**config.mk**
```make
export PLATFORM = sky130hd
export DESIGN_NAME = txq_ctrl
export DESIGN_NICKNAME = d
export VERILOG_FILES = /design/src/rtl/txq_pkg.sv /design/src/rtl/txq_req_gen.sv /design/src/rtl/txq_start_ctl.sv /design/src/rtl/txq_ctrl.sv
export SDC_FILE = /design/constraint.sdc
export NUM_CORES = 1
export LEC_CHECK = 0
export BUFFER_PORTS_ARGS = -buffer_cell sky130_fd_sc_hd__buf_2
export CAP_MARGIN = 20
export CORE_AREA = 2 2 39 41
export DETAILED_ROUTE_END_ITERATION = 8
export DIE_AREA = 0 0 41 43
export SYNTH_ARGS = -nofsm -noshare
export SYNTH_HDL_FRONTEND = slang
export SYNTH_SLANG_ARGS = --single-unit
```
**constraint.sdc**
```tcl
create_clock -name clk -period 2.85 [get_ports clk]
set_input_delay 0.285 -clock clk [delete_from_list [all_inputs] [get_ports clk]]
set_output_delay 0.285 -clock clk [all_outputs]
set_load 0.02 [all_outputs]
```
**src/rtl/txq_pkg.sv**
```systemverilog
package txq_pkg;
  // Request watermark in free bytes: 00 -> 16, 01 -> 32, 1x -> 64
  function automatic int unsigned wm_bytes(input logic [1:0] sel);
    case (sel)
      2'b00:   return 16;
      2'b01:   return 32;
      default: return 64;
    endcase
  endfunction

  // Start point in buffered bytes: 00 -> 4, 01 -> 16, 10 -> 64, 11 -> 112
  function automatic int unsigned sp_bytes(input logic [1:0] sel);
    case (sel)
      2'b00:   return 4;
      2'b01:   return 16;
      2'b10:   return 64;
      default: return 112;
    endcase
  endfunction

  typedef enum logic {ST_ARMED = 1'b0, ST_SENT = 1'b1} start_state_e;
endpackage

```
**src/rtl/txq_req_gen.sv**
```systemverilog
module txq_req_gen #(
  parameter int CNT_W = 8
) (
  input  logic             clk,
  input  logic             rst_n,
  input  logic             xmit_en,
  input  logic [CNT_W-1:0] fifo_fill,
  input  logic [CNT_W-1:0] fifo_free,
  input  logic [1:0]       wm_sel,
  output logic             xfer_req
);
  logic [CNT_W-1:0] wm_lvl;
  logic             req_d;

  always_comb begin
    wm_lvl = CNT_W'(txq_pkg::wm_bytes(wm_sel));
    req_d  = xmit_en && ((fifo_fill == '0) || (fifo_free >= wm_lvl));
  end

  always_ff @(posedge clk or negedge rst_n) begin
    if (!rst_n) xfer_req <= 1'b0;
    else        xfer_req <= req_d;
  end

  assert_req_drops_when_disabled_R1: assert property (
    @(posedge clk) disable iff (!rst_n) !xmit_en |=> !xfer_req);

  assert_req_forced_when_empty_R2: assert property (
    @(posedge clk) disable iff (!rst_n) (xmit_en && fifo_fill == '0) |=> xfer_req);
endmodule

```
**src/rtl/txq_start_ctl.sv**
```systemverilog
module txq_start_ctl #(
  parameter int CNT_W = 8
) (
  input  logic             clk,
  input  logic             rst_n,
  input  logic             xmit_en,
  input  logic [CNT_W-1:0] fifo_fill,
  input  logic [1:0]       sp_sel,
  input  logic             last_wr,
  input  logic             tx_done,
  output logic             tx_start
);
  import txq_pkg::*;

  start_state_e     state_q;
  logic             last_seen_q;
  logic [CNT_W-1:0] sp_lvl;
  logic             go;

  always_comb begin
    sp_lvl = CNT_W'(sp_bytes(sp_sel));
    go     = (state_q == ST_ARMED) && !tx_done && xmit_en && (fifo_fill != '0) &&
             ((fifo_fill >= sp_lvl) || last_wr || last_seen_q);
  end

  always_ff @(posedge clk or negedge rst_n) begin
    if (!rst_n) begin
      state_q     <= ST_ARMED;
      last_seen_q <= 1'b0;
      tx_start    <= 1'b0;
    end else begin
      tx_start <= go;
      if (tx_done) begin
        state_q     <= ST_ARMED;
        last_seen_q <= 1'b0;
      end else if (go) begin
        state_q     <= ST_SENT;
        last_seen_q <= 1'b0;
      end else if (state_q == ST_ARMED && last_wr) begin
        last_seen_q <= 1'b1;
      end
    end
  end

  assert_start_one_cycle_R7: assert property (
    @(posedge clk) disable iff (!rst_n) tx_start |=> !tx_start);

  assert_start_needs_enable_R9: assert property (
    @(posedge clk) disable iff (!rst_n) tx_start |-> $past(xmit_en));

  assert_start_at_threshold_R5: assert property (
    @(posedge clk) disable iff (!rst_n)
    (state_q == ST_ARMED && !tx_done && xmit_en && fifo_fill != '0 && fifo_fill >= sp_lvl)
    |=> tx_start);

  assert_no_start_on_done_R8: assert property (
    @(posedge clk) disable iff (!rst_n) tx_done |=> !tx_start);
endmodule

```
**src/rtl/txq_ctrl.sv**
```systemverilog
module txq_ctrl #(
  parameter int FIFO_DEPTH = 128,
  localparam int CNT_W = $clog2(FIFO_DEPTH + 1)
) (
  input  logic             clk,
  input  logic             rst_n,
  input  logic             xmit_en,
  input  logic [CNT_W-1:0] fifo_fill,
  input  logic [CNT_W-1:0] fifo_free,
  input  logic [1:0]       wm_sel,
  input  logic [1:0]       sp_sel,
  input  logic             last_wr,
  input  logic             tx_done,
  output logic             xfer_req,
  output logic             tx_start
);
  txq_req_gen #(.CNT_W(CNT_W)) u_req (
    .clk(clk), .rst_n(rst_n), .xmit_en(xmit_en),
    .fifo_fill(fifo_fill), .fifo_free(fifo_free), .wm_sel(wm_sel),
    .xfer_req(xfer_req)
  );

  txq_start_ctl #(.CNT_W(CNT_W)) u_start (
    .clk(clk), .rst_n(rst_n), .xmit_en(xmit_en),
    .fifo_fill(fifo_fill), .sp_sel(sp_sel), .last_wr(last_wr),
    .tx_done(tx_done), .tx_start(tx_start)
  );
endmodule

```
After elaboration in Yosys (flattened, before gate mapping). Cells that the tools add are included.

Bits in registers: 4. Bits of input ports: 25. Output and inout bits: 2. Logic and storage cells: 33.

Order comparisons: 2. Eq/ne operators: 3. Muxes and demuxes: 7. Bitwise gates (word level): 1. Reduce and logical (&&, ||, !) cells: 16.

Operator list (count): $pmux W7 S3 (1); $ge A8 B7 Y1 (2); $pmux W7 S2 (1); $logic_not A8 Y1 (1); $reduce_bool A8 Y1 (1); $logic_and A1 B1 Y1 (6); $mux W1 (5); $eq A2 B1 Y1 const B (2); $logic_not A2 Y1 (2); $logic_or A1 B1 Y1 (3); $reduce_bool A3 Y1 (1); $eq A2 B2 Y1 const B (1); $reduce_bool A2 Y1 (1); $logic_not A1 Y1 (1); $not A1 Y1 (1).

Depth between registers and ports, before layout.
Depth in word-level cells: 8. Depth in mapped cells: 6. Depth with buffers taken out: 6.

Cells and area by module. From an unflattened synthesis, not the netlist that was laid out.

Cell total of the unflattened synthesis: 49. Area, all modules: 387.9 sq um.

Modules (own cells, without submodules): txq_start_ctl (instances 1, cells each 31, area an instance 245.2 sq um, sequential area each 75.1 sq um); txq_req_gen (instances 1, cells each 18, area an instance 142.6 sq um, sequential area each 25.0 sq um).

Least setup slack after synthesis. No wires, ideal clock.

Path kind: input to register. Start: input sp_sel[1]. End: register u_start.last_seen_q. Library setup time: 0.124 ns. Arrival: 1.279 ns. Required time: 2.726 ns. Slack: 1.447 ns. Cell stages on the path: 5. Path buffers: 0. Path through: inv_1 -> ha_1 -> o211ai_1 -> o311a_1 -> o31a_1.

Word-level cells in the longest chain between the ends: 8. Elaborated cells on any way between the ends: 11. Those cells by class: order compare (1); eq/ne (2); mux (3); reduce/logical (5).

RTL lines: start: declaration (line txq_ctrl.sv:11) `input logic [1:0] sp_sel,`; $eq A2 B2 Y1 (tied with other cells) (line txq_pkg.sv:13) `case (sel)`; $pmux W7 S3 * (line txq_pkg.sv:13); $ge A8 B7 Y1 * (line txq_start_ctl.sv:23) `((fifo_fill >= sp_lvl) || last_wr || last_seen_q);`; $logic_or A1 B1 Y1 * (2 in a row) (line txq_start_ctl.sv:23); $logic_and A1 B1 Y1 * (line txq_start_ctl.sv:22) `go = (state_q == ST_ARMED) && !tx_done && xmit_en && (fifo_fill != '0) &&`; $mux W1 (line txq_start_ctl.sv:36) `end else if (go) begin`; $mux W1 (line txq_start_ctl.sv:33) `if (tx_done) begin`; end signal: assignment (line txq_start_ctl.sv:35) `last_seen_q <= 1'b0;`; end signal: assignment (line txq_start_ctl.sv:38) `last_seen_q <= 1'b0;`; end signal: assignment (line txq_start_ctl.sv:40) `last_seen_q <= 1'b1;`; end: declaration (line txq_start_ctl.sv:16) `logic last_seen_q;`.

Mark *: on every way between the ends. The rest lies on a longest branch, timed or not. A chain may end at the register's enable or synchronous reset.

Final worst setup path.
Start: input sp_sel[1]. End: register u_start.state_q.

Word-level cells in the longest chain between the ends: 7. Elaborated cells on any way between the ends: 9. Those cells by class: order compare (1); eq/ne (2); mux (1); reduce/logical (5).

RTL lines: $eq A2 B2 Y1 (tied with other cells) (line txq_pkg.sv:13); $pmux W7 S3 * (line txq_pkg.sv:13); $ge A8 B7 Y1 * (line txq_start_ctl.sv:23); $logic_or A1 B1 Y1 * (2 in a row) (line txq_start_ctl.sv:23); $logic_and A1 B1 Y1 * (line txq_start_ctl.sv:22); $reduce_bool A2 Y1 (no line) *; end signal: assignment (line txq_start_ctl.sv:28) `state_q <= ST_ARMED;`; end signal: assignment (line txq_start_ctl.sv:34) `state_q <= ST_ARMED;`; end signal: assignment (line txq_start_ctl.sv:37) `state_q <= ST_SENT;`; end: declaration (line txq_start_ctl.sv:15) `start_state_e state_q;`.

Marks and branches as above.

==> flow_summary.yaml <==
synthesis:
  yosys-top-cells-area: "dfrtp_1 (27%), ha_1 (23%), inv_1 (7.0%)"
  synth-async-reset-ratio: 1.00
  syn-cell-area_um2: 374
  synth_top_cell_by_area: "dfrtp_1"
  syn_nets: 77
  synth_common_cells: "ha_1 (7), inv_1 (7), nor2_1 (6)"
  yosys_register_bits: 4
  synth_enable_flop_cells: 0
  post_syn_area_per_cell_um2: 8.31
  post_synth_top_area_share: 0.268
  yosysWarningCount: 0
  yosys_most_used_dff: "dfrtp_1"
  postSynthCellCount: 45
  number_of_library_cell_types_mapped_by_synthesis: 19
  synth.yosys.seq_area_share: 0.268
grt:
  largest_net_degree_at_the_start_of_global_routing: 5
  gr-usage-all-layers: 0.110
  grt_pass1_vias: 375
  wire_length_of_the_first_global_routing_pass_mm: 1.34
  grt_antenna_before_repair: 0
  grt_remaining_overflow: 0
die:
  num_io_pins: 27
  floorplan_die_height_um: 43
  row_count: 14
  core_area_um2: 1380
  initial_standard_cell_utilization_of_the_core: 0.270
  fp.dieArea_um2: 1760
  die_width_um: 41
placed_design:
  dp.final_hpwl_um: 733
  post-place-cells: 87
  globalplace.congestion: 0.652
  port-buffer-count: 26
power_and_ir_drop:
  total_leakage_power_nw: 0.303
  report.power.total_mw: 0.184
  power_density_nw_per_um2: 330
  power.ir.vdd_worst_mv: 0.139
critical_path:
  worst_path_dominant_cell_family: "compound AO/OA/AOI/OAI gates"
  critPathArrivalTime_ns: 1.54
  number_of_buffers_and_inverters_on_the_critical_path: 1
  crit_path_max_fanout: 3
  criticalPathCategory: "input pin to flop"
  critical_path.slowest_cell: "a2111oi_0"
  critical_path_s_largest_stage_delay_ns: 0.44
  worst_setup_path_start_kind: "input pin"
  timing.critical_path.to_type: "flop"
  critical_path.cell_chain: "buf_2 > nor2_1 > ha_1 > a2111oi_0 > o311a_1 > o22ai_1"
  worstPathRequired_ns: 2.96
drt:
  viasPerCell: 4.59
  detail_route.wirelength_um: 814
  vias: 418
  drtIter0Drc: 3
  final_ant_viol_nets: 0
  wl_per_cell_um: 8.95
  dr.pass1.iters: 3
  drc_errors: 0
sta:
  finalCriticalPeriod_ns: 1.43
  final-setup-viol-count: 0
  timing_worst_slew_pin_value_ns: 0.451
  final_hold_viol_count: 0
  final_max_slew_viol_count: 0
  max-slew-margin-rel: 0.692
  fin_skew_ns: 0.00265
  rsz0062_at_grt: "false"
  finalSetupTns_ns: 0
  period_share: 0.502
  hold_slack_ns: 0.263
  clock.fmax_mhz: 700
cells_and_area:
  syn_to_final_growth_pct: 48.8
  drive_gt1_frac: 0.400
  nFillCells: 152
  finish.cell_count_without_fillers: 91
  n_antenna_cell: 0
  post-route-util: 0.402
  final_net_count: 109
clock_tree:
  tritoncts_buffers: 3
  clockBufferDepth: 2
  root_buffer: "clkbuf_4"
  clk_pin_slew_ns: 0.04
  cts_repair_resize_count: 0
  cts_tree: "built"
  clock_latency_on_the_worst_skew_pair_ns: 0.23
  numClockSinks: 4
  cts.htree.levels: 1
hold_path:
  worstHoldPathType: "input pin to flop"
job:
  max_cap_violations: 0
run_status:
  outcome: "finished clean"
==> placed cells by master (no fill, tap or decap), drive strengths merged <==
| cell | netlist | final |
|---|---|---|
| a2111oi | 1 | 1 |
| a211oi | 1 | 1 |
| a21oi | 1 | 1 |
| buf | 0 | 26 |
| clkbuf | 0 | 3 |
| dfrtp | 4 | 4 |
| dlygate4sd3 | 0 | 1 |
| ha | 7 | 7 |
| inv | 7 | 7 |
| nand2 | 4 | 4 |
| nand3b | 1 | 1 |
| nor2 | 6 | 6 |
| nor4 | 2 | 2 |
| o211ai | 1 | 1 |
| o21ai | 3 | 3 |
| o22ai | 1 | 1 |
| o311a | 1 | 1 |
| o31a | 1 | 1 |
| or2 | 1 | 1 |
| or4 | 2 | 2 |
| or4b | 1 | 1 |
==> metal layers <==
metal / up-vias / share of wire / global-route usage
met5: - / 0 / 0
met4: 0 / 0 / 0.0600
met3: 0 / 0.074 / 0.0157
met2: 13 / 0.50 / 0.163
met1: 180 / 0.42 / 0.146
li1: 225 / - / -
==> cells by family (layout without fill, tap and decap cells) <==
| logic type | after synthesis | after routing | synth area share |
|---|---|---|---|
| adders and majority gates | 7 | 7 | 0.234 |
| DFF | 4 | 4 | 0.268 |
| buffers and inverters | 7 | 37 | 0.0702 |
| and+or+nand+nor | 17 | 17 | 0.244 |
| AOI/OAI and AO/OA | 10 | 10 | 0.184 |
==> worst register-to-register path: stages, from the launching register on <==
cell and delay (ns):
dfrtp_1 0.37, nor4_1 0.17, o311a_1 0.26, o22ai_1 0.09
==> layout make-up <==
class	count	area [um2]	area share
clock buffer	3	22.5	0.0404
inverter	7	26.3	0.0472
multi-input combinational	34	248	0.445
sequential	4	100	0.180
tap	16	20.0	0.0360
timing repair buffer	27	140	0.252
==> stage by stage <==
step / area, um2 / worst slack, ns
2_1_floorplan: 374 / 1.45
3_3_place_gp: 524 / 1.17
3_5_place_dp: 524 / 1.16
4_1_cts: 557 / 1.40
5_1_grt: 557 / 1.27
6_report: 557 / 1.42
==> path summary, 6_finish.rpt <==
check                                         start             endpoint  slack [ns]  cells after the start
worst min register to register      u_start.state_q     u_start.tx_start        0.48                      1
worst max register to register  u_start.last_seen_q      u_start.state_q        1.84                      3
worst max-delay path                      sp_sel[1]      u_start.state_q        1.42                      6
max in group asynchronous                     rst_n     u_start.tx_start        2.35                      2
min in group asynchronous                     rst_n  u_start.last_seen_q        0.39                      2
worst min-delay path                        tx_done     u_start.tx_start        0.26                      2
==> flip-flops by register name (all words and copies together), names as in the netlist <==
register             count
u_start.state_q          1
u_start.tx_start         1
u_start.last_seen_q      1
u_req.xfer_req           1
==> power by group <==
group	leakage [nW]	switching [mW]	internal, mW
clock	0.0138	0.0210	0.0470
combinational	0.238	0.0251	0.0269
sequential	0.0515	0.00215	0.0619
==> repair_timing <==
| item | in CTS | in global routing |
|---|---|---|
| setup buffers | 0 | 0 |
| endpoints found under the hold margin | 4 | 0 |
| hold buffers | 1 | 0 |
Note: power is estimated with default switching activity, not from simulation.
